File: src/rtl/srst_hs_pkg.sv
package srst_hs_pkg;

   typedef enum logic [2:0] {
      PH_IDLE   = 3'd0,
      PH_REQ    = 3'd1,
      PH_ACKED  = 3'd2,
      PH_ASSERT = 3'd3,
      PH_SET    = 3'd4
   } srst_phase_e;

   // control word bit positions
   localparam int unsigned CTL_ABORT_BIT = 0;
   localparam int unsigned CTL_FORCE_BIT = 2;

   // status word bit positions
   localparam int unsigned STS_ACKED_BIT = 1;
   localparam int unsigned STS_SRST_BIT  = 3;
   localparam int unsigned STS_PH_LSB    = 4;
   localparam int unsigned STS_PH_W      = 3;
   localparam int unsigned STS_MIN_W     = STS_PH_LSB + STS_PH_W;

endpackage

File: src/rtl/srst_hs_timer.sv
module srst_hs_timer #(
   parameter int unsigned HOLD_CYC = 16,
   localparam int unsigned CNT_W   = (HOLD_CYC < 2) ? 1 : $clog2(HOLD_CYC)
) (
   input  logic clk,
   input  logic rst_n,
   input  logic load_i,
   output logic done_o
);

   localparam logic [CNT_W-1:0] LOAD_VAL = CNT_W'(HOLD_CYC - 1);

   logic [CNT_W-1:0] cnt_q;

   always_ff @(posedge clk or negedge rst_n) begin
      if (!rst_n) begin
         cnt_q <= '0;
      end else if (load_i) begin
         cnt_q <= LOAD_VAL;
      end else if (cnt_q != '0) begin
         cnt_q <= cnt_q - 1'b1;
      end
   end

   assign done_o = (cnt_q == '0);

endmodule

File: src/rtl/srst_hs_fsm.sv
module srst_hs_fsm
   import srst_hs_pkg::*;
(
   input  logic        clk,
   input  logic        rst_n,
   input  logic        abort_wr_i,
   input  logic        force_wr_i,
   input  logic        eng_ack_i,
   input  logic        hold_done_i,
   output srst_phase_e phase_o,
   output logic        hold_load_o,
   output logic        srst_o,
   output logic        acked_o
);

   srst_phase_e phase_q, phase_d;
   logic        srst_q;
   logic        acked_q, acked_d;

   always_comb begin
      phase_d = phase_q;
      acked_d = acked_q;
      unique case (phase_q)
         PH_IDLE: begin
            if (abort_wr_i) begin
               phase_d = PH_REQ;
               acked_d = 1'b0;
            end
         end
         PH_REQ: begin
            if (force_wr_i) begin
               phase_d = PH_ASSERT;
            end else if (eng_ack_i) begin
               phase_d = PH_ACKED;
               acked_d = 1'b1;
            end
         end
         PH_ACKED:  phase_d = PH_ASSERT;
         PH_ASSERT: phase_d = PH_SET;
         PH_SET: begin
            if (hold_done_i) begin
               phase_d = PH_IDLE;
               acked_d = 1'b0;
            end
         end
         default: begin
            phase_d = PH_IDLE;
            acked_d = 1'b0;
         end
      endcase
   end

   always_ff @(posedge clk or negedge rst_n) begin
      if (!rst_n) begin
         phase_q <= PH_IDLE;
         srst_q  <= 1'b0;
         acked_q <= 1'b0;
      end else begin
         phase_q <= phase_d;
         srst_q  <= (phase_d == PH_ASSERT) || (phase_d == PH_SET);
         acked_q <= acked_d;
      end
   end

   assign phase_o     = phase_q;
   assign hold_load_o = (phase_q == PH_ASSERT);
   assign srst_o      = srst_q;
   assign acked_o     = acked_q;

endmodule

File: src/rtl/srst_hs_status.sv
module srst_hs_status
   import srst_hs_pkg::*;
#(
   parameter int unsigned DATA_W = 32
) (
   input  srst_phase_e        phase_i,
   input  logic               srst_i,
   input  logic               acked_i,
   output logic [DATA_W-1:0]  status_o
);

   logic [STS_MIN_W-1:0] core;

   always_comb begin
      core = '0;
      core[STS_ACKED_BIT] = acked_i & srst_i;
      core[STS_SRST_BIT]  = srst_i;
      core[STS_PH_LSB +: STS_PH_W] = phase_i;
   end

   for (genvar gi = 0; gi < DATA_W; gi++) begin : g_bit
      if (gi < STS_MIN_W) begin : g_fld
         assign status_o[gi] = core[gi];
      end else begin : g_pad
         assign status_o[gi] = 1'b0;
      end
   end

endmodule

File: src/rtl/srst_handshake.sv
module srst_handshake
   import srst_hs_pkg::*;
#(
   parameter int unsigned DATA_W   = 32,
   parameter int unsigned HOLD_CYC = 16
) (
   input  logic              clk,
   input  logic              rst_n,
   input  logic              wr_en,
   input  logic [DATA_W-1:0] wr_data,
   input  logic              eng_ack,
   output logic              abort_req_o,
   output logic              srst_o,
   output logic [DATA_W-1:0] status_o
);

   if (DATA_W < STS_MIN_W) begin : g_bad_width
      $error("srst_handshake: DATA_W must be at least %0d", STS_MIN_W);
   end
   if (HOLD_CYC < 1) begin : g_bad_hold
      $error("srst_handshake: HOLD_CYC must be at least 1");
   end

   srst_phase_e phase;
   logic        hold_load, hold_done, acked;
   logic        abort_wr, force_wr;

   assign abort_wr = wr_en & wr_data[CTL_ABORT_BIT];
   assign force_wr = wr_en & wr_data[CTL_FORCE_BIT];

   srst_hs_fsm u_fsm (
      .clk         (clk),
      .rst_n       (rst_n),
      .abort_wr_i  (abort_wr),
      .force_wr_i  (force_wr),
      .eng_ack_i   (eng_ack),
      .hold_done_i (hold_done),
      .phase_o     (phase),
      .hold_load_o (hold_load),
      .srst_o      (srst_o),
      .acked_o     (acked)
   );

   srst_hs_timer #(.HOLD_CYC(HOLD_CYC)) u_timer (
      .clk    (clk),
      .rst_n  (rst_n),
      .load_i (hold_load),
      .done_o (hold_done)
   );

   srst_hs_status #(.DATA_W(DATA_W)) u_status (
      .phase_i  (phase),
      .srst_i   (srst_o),
      .acked_i  (acked),
      .status_o (status_o)
   );

   assign abort_req_o = (phase == PH_REQ);

endmodule

File: config.mk
export PLATFORM = sky130hd
export DESIGN_NAME = srst_handshake
export DESIGN_NICKNAME = d
export VERILOG_FILES = /design/src/rtl/srst_hs_pkg.sv /design/src/rtl/srst_hs_timer.sv /design/src/rtl/srst_hs_fsm.sv /design/src/rtl/srst_hs_status.sv /design/src/rtl/srst_handshake.sv
export SDC_FILE = /design/constraint.sdc
export NUM_CORES = 1
export LEC_CHECK = 0
export ABC_AREA = 1
export BUFFER_PORTS_ARGS = -buffer_cell sky130_fd_sc_hd__buf_2
export CORE_ASPECT_RATIO = 1.25
export CORE_MARGIN = 2
export CORE_UTILIZATION = 35
export CTS_CLUSTER_DIAMETER = 40
export DETAILED_ROUTE_END_ITERATION = 8
export PLACE_DENSITY = 0.76
export SLEW_MARGIN = 10
export SYNTH_ARGS = -nofsm -noshare
export SYNTH_HDL_FRONTEND = slang
export SYNTH_HIERARCHICAL = 1
export SYNTH_SLANG_ARGS = --single-unit
File: constraint.sdc
create_clock -name clk -period 2.6 [get_ports clk]
set_input_delay 0.39 -clock clk [delete_from_list [all_inputs] [get_ports clk]]
set_output_delay 0.39 -clock clk [all_outputs]
set_load 0.05 [all_outputs]
Yosys cells after proc, flatten, opt, wreduce, memory -nomap -nowiden
Index checks and enable logic that the tools add are counted.
{"block": "op_classes", "n_mux": 12, "addsub": 1, "bitwise": 4, "n_reduce_logical": 7, "n_eq_ne": 10}
{"operator": "3-bit case mux with 5 select lines", "n": 1}
{"operator": "3-bit 2-to-1 mux", "n": 4}
{"operator": "3-bit by 2-bit equality test with 1-bit output, second input constant", "n": 3}
{"operator": "4-bit 2-to-1 mux", "n": 2}
{"operator": "2-bit inequality test, second input constant", "n": 4}
{"operator": "3-bit equality test, second input constant", "n": 2}
{"operator": "5-bit AND reduction", "n": 1}
{"operator": "4-bit zero test", "n": 1}
{"operator": "1-bit 2-to-1 mux", "n": 4}
{"operator": "1-bit case mux with 4 select lines", "n": 1}
{"operator": "4-bit nonzero test", "n": 1}
{"operator": "4-bit by 1-bit subtractor with 4-bit output, second input constant", "n": 1}
{"operator": "1-bit AND", "n": 3}
{"operator": "3-bit by 1-bit equality test with 1-bit output, second input constant", "n": 1}
{"operator": "3-bit zero test", "n": 1}
{"operator": "2-bit nonzero test", "n": 1}
{"operator": "2-bit OR reduction", "n": 1}
{"operator": "1-bit logical OR", "n": 1}
{"operator": "1-bit inverter", "n": 1}
{"block": "totals", "output_inout_bits": 34, "register_bits": 9, "wordCells": 38}

Longest topological paths before layout
Gate-level depths: netlist of run 1.
{"block": "depth", "ltp_word": 5, "mapped_depth": 9}

Cells and area by module
Netlist of run 1, hierarchy kept.
{"module": "srst_hs_fsm", "instances": 1, "cells_per_inst": 36, "area_per_inst_um2": 296.5}
{"module": "srst_hs_status", "instances": 1, "cells_per_inst": 34, "area_per_inst_um2": 244.0}
{"module": "srst_hs_timer", "instances": 1, "cells_per_inst": 29, "area_per_inst_um2": 216.5}
{"module": "srst_handshake", "instances": 1, "cells_per_inst": 7, "area_per_inst_um2": 28.8}

Worst setup path after synthesis of run 1
OpenSTA, ideal clock, no wires.
{"block": "synth_path", "path_type": "register to output", "from": "register u_fsm.srst_q (netlist: u_fsm/srst_o)", "to": "output status_o[1]", "slack_ps": 1173, "arrival_ps": 1037, "n_path_buf": 0, "t_required_ps": 2210, "stages_incl_launch_ff": 3, "cell_sequence": "dfrtp_1 > nand2_1 > inv_1"}
{"block": "synth_via", "elab_chain_cells": 1}
{"element": "start, declared", "line": "srst_hs_fsm.sv:17", "text": "logic srst_q;"}
{"element": "start signal, assigned", "line": "srst_hs_fsm.sv:60", "text": "srst_q <= (phase_d == PH_ASSERT) || (phase_d == PH_SET);"}
{"element": "1-bit AND", "line": "srst_hs_status.sv:16", "text": "core[STS_ACKED_BIT] = acked_i & srst_i;"}
{"element": "end, declared", "line": "srst_handshake.sv:14", "text": "output logic [DATA_W-1:0] status_o"}
No other way between the ends.

Worst setup path in the final report of run 1
{"block": "layout_path", "from": "register u_fsm.phase_q[1] (netlist: u_fsm/phase_o[1])", "to": "output abort_req_o"}
{"block": "layout_via", "elab_chain_cells": 1}
{"element": "start, declared", "line": "srst_hs_fsm.sv:16", "text": "srst_phase_e phase_q, phase_d;"}
{"element": "start signal, assigned", "line": "srst_hs_fsm.sv:59", "text": "phase_q <= phase_d;"}
{"element": "3-bit by 1-bit equality test with 1-bit output", "line": "srst_handshake.sv:58", "text": "assign abort_req_o = (phase == PH_REQ);"}
{"element": "end, declared", "line": "srst_handshake.sv:12", "text": "output logic abort_req_o,"}
No other way between the ends.

==> reports/metrics.yaml, run 1 <==
status:
  outcome: "finished clean"
setup_path:
  worstSetupEndpoint: "abort_req_o"
  worst_r2r_path_depth: 9
  timing.rr.end: "u_fsm/acked_o$_DFFE_PN0P_"
  reg2reg_slack_ps: 1180
  r2r_start: "u_timer/cnt_q[0]$_DFFE_PN0P_"
  max_stage_delay_ps: 440
  slowest_stage: "dfrtp_1"
  startpoint: "u_fsm/phase_o[1]$_DFF_PN0_"
  crit_chain: "inv_1 -> nand2_1 -> nor2_2 -> buf_2"
  cp_max_fo: 5
  arrival_ps: 1150
  cp-start-kind: "register"
  cp_data_required_time_ps: 2210
  endpoint_kind: "output port"
  path_class: "register to output port"
detailed_routing:
  drt-wirelength-per-cell_um: 7.27
  finalWirelength_mm: 1.08
  vias_per_cell: 3.87
  dr.pass1.iters: 4
  dr.first_iter.drc_count: 5
  route.detailed.drc: 0
  vias: 577
  postRouteAntennaNets: 0
layout:
  final_cells: 149
  diodes: 0
  drive_above_1_share_pct: 24.6
  final_core_utilization_pct: 36.3
  final_nets: 156
  syn2layout_area_growth_pct: 0
synthesis:
  yosys-mux-area-fraction_pct: 0
  ys_seq_elements: 9
  ys_types: 20
  synth_top_family_by_area: "buffers and inverters"
  netlist_top_cells_area: "buf_4, dfrtp_1, nand2_1"
  syn-cell-area_sq_um: 786
  synth_compound_area_share_pct: 3.98
  ys_top_cells_by_count: "buf_4, nand2_1, inv_1, dfrtp_1, nand3_1"
  yosysMostFrequentCell: "buf_4"
  async_flop_share_pct: 100
  postSynthAreaPerCell_sq_um: 7.41
  synth_edf_count: 0
  synth-simple-area-share_pct: 27.5
  synth_cells: 106
  netlist.top_cell.by_area: "buf_4"
  synth-seq-area-share_pct: 28.7
  synth-adder-area-share_pct: 1.59
  ys.flop_type: "dfrtp_1"
  yosys_warnings: 6
  synth_top_area_share_pct: 29.6
  synthXorXnorAreaFrac_pct: 0
power_and_ir_drop:
  clkPwrFrac_pct: 11.0
  p_leak_uw: 0.000489
  combPwrFrac_pct: 61.5
  p_seq_share_pct: 27.5
  p_sw_uw: 554
  power_density_mw_per_mm2: 1230
  p_sw_share_pct: 57.3
  p_int_uw: 413
  ir_drop_mv: 0.414
timing:
  skew_ps: 2.81
  rsz0062_at_grt: "no"
  setup_violations: 0
  worst_slack_ps: 1060
  clock.fmax_ghz: 0.649
  finalHoldViolCount: 0
  timing.final.crit_share_pct: 59.3
  fin_crit_ps: 1540
  drv_slew: 0
  finalSetupTns_ps: 0
floorplanning:
  row_count: 19
  die_x_um: 46.4
  dieArea_sq_mm: 0.00264
  core_area_sq_mm: 0.00216
  ios: 70
  initial_core_util_pct: 36.3
  die_y_um: 57.0
placement:
  post-place-ws_ps: 1200
  gp_congestion: 0.762
  port_buffers: 12
  dp.cells: 144
  dpl.hpwl_um: 905
clocking:
  root_buffer: "clkbuf_4"
  post_cts_resized: 0
  holdBufCountCts: 1
  cts_buffer_depth: 2
  cts_tree: "built"
  cts_made_buffers: 3
  cts_max_level: 1
  clkSlewWorstSetupHoldPaths_ps: 60
  clk_latency_ps: 250
  clock-sinks: 9
  post-cts-setup-buffers: 0
global_route:
  grt_max_degree: 10
  grtUsageTotal_pct: 9.59
  grt_overflow: 0
  antenna_found_initial: 0
  first_global_vias: 512
  grt_pass1_wl_mm: 1.84
run:
  maxCapViolCount: 0
worst_hold_path:
  hold_class: "input pin to register"
## kinds of logic after synthesis
family	after synthesis
and+or+nand+nor	42
adders and majority gates	1
AOI/OAI and AO/OA	5
other	1
DFF	9
buffers and inverters	48
## cell usage in the layout (no fill, tap or decap)
master,instances
clkbuf_4,3
nand2_1,18
nor2_2,4
nand3_1,8
nand4_1,1
nand3_2,1
nor2_4,2
nand3b_1,1
inv_1,14
nor3_2,1
o21ai_1,1
nand2_2,2
clkbuf_1,1
a21oi_2,1
o21bai_1,1
inv_2,3
ha_1,1
conb_1,27
nor2_1,4
dfrtp_1,9
buf_2,12
a21oi_1,2
dlygate4sd3_1,1
## worst max-delay path, delay by kind of cell, from the launching register on
family / cells / cell delay (ps)
buf+inv: 2 / 340
simple gates: 2 / 130
flops: 1 / 440
## flip-flops by register name, summed over array words and instances (netlist names)
register,count
u_fsm/phase_o,3
u_timer/cnt_q,4
u_fsm/acked_o,1
u_fsm/srst_o,1
## worst min path at each step
stage,start,to,depth (start not counted)
final,eng_ack,u_fsm/phase_o[1]$_DFF_PN0_,3
after global routing,eng_ack,u_fsm/phase_o[1]$_DFF_PN0_,3
after CTS,eng_ack,u_fsm/phase_o[1]$_DFF_PN0_,3
after detailed placement,rst_n,u_fsm/phase_o[1]$_DFF_PN0_,1
after global placement,rst_n,u_fsm/phase_o[1]$_DFF_PN0_,1
after floorplan,rst_n,u_fsm/acked_o$_DFFE_PN0P_,0
## metal layers
layer / track usage (%) / share of wire (%) / wire, um / vias up
met4: 7.35 / 2.1 / 23 / 0
met1: 8.48 / 36 / 385 / 258
met3: 1.90 / 9.4 / 102 / 4
li1: - / - / - / 287
met5: 0 / 0 / 0 / -
met2: 17.5 / 53 / 571 / 28
## power groups by stage
stage	Combinational, uW	Sequential (uW)	Clock [uW]
after floorplan	549	278	0
after global placement	582	265	0
after global routing	658	275	123
after CTS	599	267	114
final	595	266	106
after detailed placement	596	269	0
## metrics by stage
| stage | hold slack [ps] | power [uW] | cell area (sq um) |
|---|---|---|---|
| 2_1_floorplan | 94.4 | 827 | 883 |
| 3_3_place_gp | 245 | 848 | 749 |
| 3_5_place_dp | 251 | 866 | 749 |
| 4_1_cts | 384 | 979 | 786 |
| 5_1_grt | 401 | 1060 | 786 |
| 6_report | 390 | 967 | 786 |
## cell type report
type / count / area, sq um
Multi-Input combinational cell: 75 / 362
Inverter: 17 / 63.8
Clock buffer: 4 / 26.3
Tap cell: 31 / 38.8
Sequential cell: 9 / 225
Timing Repair Buffer: 13 / 70.1
Fill cell: 231 / 1380
(Power assumes the default switching activity.)
==> run 2, diff against run 1 <==
ABC_AREA = 0   (was 1)
CORE_UTILIZATION = 32   (was 35)
PLACE_DENSITY = 0.75   (was 0.76)
clock period = 1.4 ns   (was 2.6 ns; I/O delays follow)
==> run 2 against run 1 <==
Compared with the run above:
- worst hold slack got worse by 89 ps
- die area is 2.2% higher
- synthesized cell count shrank 23%
- largest cell class unchanged
- largest power group unchanged
- highest routed layer is now met3
==> reports/metrics.yaml, run 2 <==
layout:
  num-fill-cells: 247
  drive_above_1_share_pct: 25.3
  final_nets: 133
  layout_commonest_cell: "conb_1"
  fin_area_sq_um: 752
  final_cell_mix: "conb_1, buf_2, nor2_1, dfrtp_1, inv_1"
  diodes: 0
  regMostFlops: "u_timer/cnt_q"
  final_cells: 126
  largest_reg_flops: 4
  syn2layout_area_growth_pct: 2.21
setup_path:
  reg2reg_slack_ps: 100
  arrival_ps: 1130
  r2r_start: "u_timer/cnt_q[1]$_DFFE_PN0P_"
  endpoint_kind: "output port"
  timing.rr.end: "u_timer/cnt_q[1]$_DFFE_PN0P_"
  worst_r2r_path_depth: 5
  cp-start-kind: "register"
  path_class: "register to output port"
  cp_max_fo: 10
  cp_data_required_time_ps: 1190
timing:
  fin_crit_ps: 1340
  skew_ps: 4.82
  finalSetupTns_ps: 0
  drv_slew: 0
  setup_violations: 0
  finalHoldViolCount: 0
  timing.final.crit_share_pct: 96.0
  clock.fmax_ghz: 0.744
synthesis:
  netlist_top_cells_area: "buf_4, dfrtp_1, nor3b_2"
  syn-cell-area_sq_um: 736
  ys_seq_elements: 9
  synth_cells: 82
  ys.flop_type: "dfrtp_1"
  yosysMostFrequentCell: "buf_4"
  ys_top_cells_by_count: "buf_4, dfrtp_1, nor2_1, inv_1, and2_1"
  async_flop_share_pct: 100
  ys_types: 25
  yosys_warnings: 6
  synth_top_area_share_pct: 31.6
  postSynthAreaPerCell_sq_um: 8.97
  synth_edf_count: 0
  netlist.top_cell.by_area: "buf_4"
  synth-seq-area-share_pct: 30.6
power_and_ir_drop:
  p_leak_uw: 0.000395
  ir_drop_mv: 0.796
  power_density_mw_per_mm2: 2510
detailed_routing:
  route.detailed.drc: 0
  vias_per_cell: 3.81
  dr.first_iter.drc_count: 6
  vias: 480
  finalWirelength_mm: 1.03
  dr.pass1.iters: 3
  postRouteAntennaNets: 0
  drt-wirelength-per-cell_um: 8.17
clocking:
  cts_made_buffers: 3
  clk_latency_ps: 250
  cts_max_level: 1
  post-cts-setup-buffers: 0
  clock-sinks: 9
  cts_tree: "built"
  cts_buffer_depth: 2
  root_buffer: "clkbuf_4"
  clkSlewWorstSetupHoldPaths_ps: 60
floorplanning:
  dieArea_sq_mm: 0.00270
  row_count: 19
  die_x_um: 46.9
  die_y_um: 57.6
  initial_core_util_pct: 33.6
  core_area_sq_mm: 0.00219
  ios: 70
placement:
  dpl.hpwl_um: 825
  placed_cell_area_sq_um: 709
  gp_congestion: 0.763
  dp.cells: 121
  port_buffers: 12
worst_hold_path:
  holdPathStages: 3
  min-delay-start: "eng_ack"
  whs_endpoint: "u_fsm/phase_o[1]$_DFF_PN0_"
  hold_class: "input pin to register"
global_route:
  first_global_vias: 352
  grt_pass1_wl_mm: 1.36
  grtUsageTotal_pct: 7.20
  grt_overflow: 0
  grt_max_degree: 11
  antenna_found_initial: 0
run:
  maxCapViolCount: 0
status:
  outcome: "finished clean"
run 2: worst max-delay path by stage:
stage / startpoint / endpoint / slack, ps / depth (start not counted)
2_1_floorplan: u_fsm/phase_o[1]$_DFF_PN0_ / abort_req_o / 40 / 1
3_3_place_gp: u_timer/cnt_q[1]$_DFFE_PN0P_ / u_timer/cnt_q[1]$_DFFE_PN0P_ / 170 / 5
3_5_place_dp: u_timer/cnt_q[1]$_DFFE_PN0P_ / u_timer/cnt_q[1]$_DFFE_PN0P_ / 80 / 5
4_1_cts: u_fsm/phase_o[0]$_DFF_PN0_ / abort_req_o / 20 / 2
5_1_grt: u_fsm/phase_o[2]$_DFF_PN0_ / abort_req_o / -20 / 2
6_report: u_fsm/phase_o[2]$_DFF_PN0_ / abort_req_o / 60 / 2
run 2: critical path: stages (launching register included):
cell and delay [ps]:
dfrtp_2 480, nor3b_2 180, buf_4 220
run 2: area by class of cell:
| class | instances | area [sq um] | area share (%) |
|---|---|---|---|
| multi-input combinational | 63 | 355 | 47.3 |
| sequential | 9 | 229 | 30.4 |
| timing repair buffer | 15 | 87.6 | 11.6 |
| tap | 31 | 38.8 | 5.16 |
| clock buffer | 4 | 26.3 | 3.49 |
| inverter | 4 | 15.0 | 2.00 |
run 2: report_power, final:
| group | switching (uW) | internal, uW |
|---|---|---|
| clock | 82.3 | 109 |
| sequential | 181 | 402 |
| combinational | 747 | 366 |
| total | 1010 | 877 |
run 2: timing repair:
action / in CTS / in global routing
gates resized for setup: 1 / 3
endpoints found under the hold margin: 9 / 0
endpoints found under the setup margin: 1 / 2
hold buffers: 1 / 0
run 2: logic make-up (layout without fill, tap and decap cells):
kind of cell / after synthesis / count (layout) / share of synthesized area (%)
mux: 2 / 2 / 2.72
other cells: 1 / 27 / 0.510
fa+ha+maj: 1 / 1 / 1.70
simple gates: 22 / 22 / 18.7
flops: 9 / 9 / 30.6
buf+inv: 36 / 23 / 34.4
compound gates: 11 / 11 / 11.4
run 2: layer usage:
layer	up-vias	wire (um)	GRT usage [%]	part of all wire (%)
met3	0	94	1.87	9.1
met5	-	0	0	0
li1	241	-	-	-
met1	215	368	6.47	36
met4	0	0	5.95	0
met2	24	567	12.5	55
run 2: through the flow:
stage,setup slack (ps),hold WS [ps],power [uW],utilization [%]
after floorplan,40.5,-85.6,1600,-
after global placement,168,68.1,1640,32.4
after detailed placement,83.6,74.9,1690,32.4
after CTS,23.8,297,1900,34.2
after global routing,-18.9,316,2030,34.4
final,56.3,301,1890,34.4
==> run 3, diff against run 2 <==
CORE_UTILIZATION = 35   (was 32)
PLACE_DENSITY = 0.77   (was 0.75)
clock period = 1.6 ns   (was 1.4 ns; I/O delays follow)
==> run 3 against run 2 <==
Compared with the run above:
- clock-buffer cell count is the same
- die area shrank 7.9%
- highest routed layer is now met4
- largest cell class unchanged
- routed wire length grew 1.2%
- sequential share of layout area grew 0.96 points
==> reports/metrics.yaml, run 3 (synthesis gave the netlist of run 2 again) <==
floorplanning:
  row_count: 18
  initial_core_util_pct: 37.1
  ios: 70
  dieArea_sq_mm: 0.00249
  die_y_um: 55.3
  core_area_sq_mm: 0.00198
  die_x_um: 45.0
clocking:
  cts_tree: "built"
  clkSlewWorstSetupHoldPaths_ps: 60
  cts_made_buffers: 3
  cts_buffer_depth: 2
  root_buffer: "clkbuf_4"
  clock-sinks: 9
  post-cts-setup-buffers: 0
  cts_max_level: 1
  clk_latency_ps: 260
global_route:
  first_global_vias: 377
  grt_pass1_wl_mm: 1.50
  grt_max_degree: 11
  grt_overflow: 0
  grtUsageTotal_pct: 8.23
  antenna_found_initial: 0
detailed_routing:
  vias: 472
  dr.first_iter.drc_count: 3
  dr.pass1.iters: 4
  finalWirelength_mm: 1.04
  route.detailed.drc: 0
  vias_per_cell: 4.18
  postRouteAntennaNets: 0
  drt-wirelength-per-cell_um: 9.21
power_and_ir_drop:
  power_density_mw_per_mm2: 2250
  p_leak_uw: 0.000388
  ir_drop_mv: 0.643
layout:
  final_nets: 131
  final_cell_mix: "conb_1, buf_2, dfrtp_1"
  regMostFlops: "u_timer/cnt_q"
  diodes: 0
  num-fill-cells: 229
  syn2layout_area_growth_pct: -2.55
  layout_commonest_cell: "conb_1"
  largest_reg_flops: 4
  drive_above_1_share_pct: 20.4
timing:
  rsz0062_at_grt: "no"
  whs_ps: 329
  finalSetupTns_ps: 0
  setup_violations: 0
  finalHoldViolCount: 0
  skew_ps: 0.539
  clock.fmax_ghz: 0.678
  timing.final.crit_share_pct: 92.1
  fin_crit_ps: 1470
  drv_slew: 0
worst_hold_path:
  hold_class: "input pin to register"
setup_path:
  arrival_ps: 1230
  cp-start-kind: "register"
  path_class: "register to output port"
  endpoint_kind: "output port"
  cp_data_required_time_ps: 1360
  cp_max_fo: 10
status:
  outcome: "finished clean"
placement:
  dpl.hpwl_um: 825
  gp_congestion: 0.783
  port_buffers: 12
run:
  maxCapViolCount: 0
## run 3: cell types whose count changed in the layout (fill, tap and decap cells not counted)
cell / previous run / this run
buf_2: 11 / 12
buf_4: 3 / 0
dfrtp_1: 6 / 9
dfrtp_2: 3 / 0
## run 3: per-layer routing
metal | global-route usage (%) | up-vias | part of all wire, %
met1 | 8.72 | 209 | 36
met3 | 1.96 | 2 | 9.1
met5 | 0 | - | 0
met4 | 5.04 | 0 | 1.3
li1 | - | 237 | -
met2 | 13.9 | 24 | 53
## run 3: path summary, 6_finish.rpt
| kind | startpoint | endpoint | slack [ps] | depth (start not counted) |
|---|---|---|---|---|
| max in group asynchronous | rst_n | u_timer/cnt_q[0]$_DFFE_PN0P_ | 1060 | 2 |
| min | eng_ack | u_fsm/phase_o[1]$_DFF_PN0_ | 330 | 3 |
| min in group asynchronous | rst_n | u_fsm/acked_o$_DFFE_PN0P_ | 360 | 2 |
| max | u_fsm/phase_o[0]$_DFF_PN0_ | abort_req_o | 130 | 2 |
| min reg2reg | u_fsm/acked_o$_DFFE_PN0P_ | u_fsm/acked_o$_DFFE_PN0P_ | 520 | 1 |
| max reg2reg | u_timer/cnt_q[0]$_DFFE_PN0P_ | u_fsm/srst_o$_DFF_PN0_ | 210 | 5 |
## run 3: per-stage QoR
stage | util, % | worst slack, ps | cells | power (uW) | instance area [sq um]
final | 36.2 | 126 | 113 | 1610 | 717
after global routing | 36.2 | 57.3 | 113 | 1740 | 717
after CTS | 36.2 | 112 | 113 | 1640 | 717
after detailed placement | 34.3 | 197 | 108 | 1450 | 681
after global placement | 34.3 | 232 | 108 | 1410 | 681
after floorplan | - | 210 | 108 | 1400 | 833
## run 3: cell type report
cell class | count | area, sq um | area share [%]
repair buffers | 13 | 70.1 | 9.77
clock buffers | 4 | 26.3 | 3.66
flip-flops and latches | 9 | 225 | 31.4
multi-input cells | 63 | 355 | 49.6
inverters | 4 | 15.0 | 2.09
well taps | 20 | 25.0 | 3.49
## run 3: timing repair
item                                    CTS  global route
endpoints found under the hold margin     9             0
endpoints found under the setup margin    0             0
resized for setup                         0             0
hold buffers                              1             0
## run 3: power by group
part / internal, uW / switching [uW]
registers: 344 / 168
logic: 288 / 640
clock network: 96.0 / 77.2
## run 3: critical path, cell delays in order (launching register included)
cell	delay, ps
dfrtp_1	490
nor3b_2	210
buf_2	280
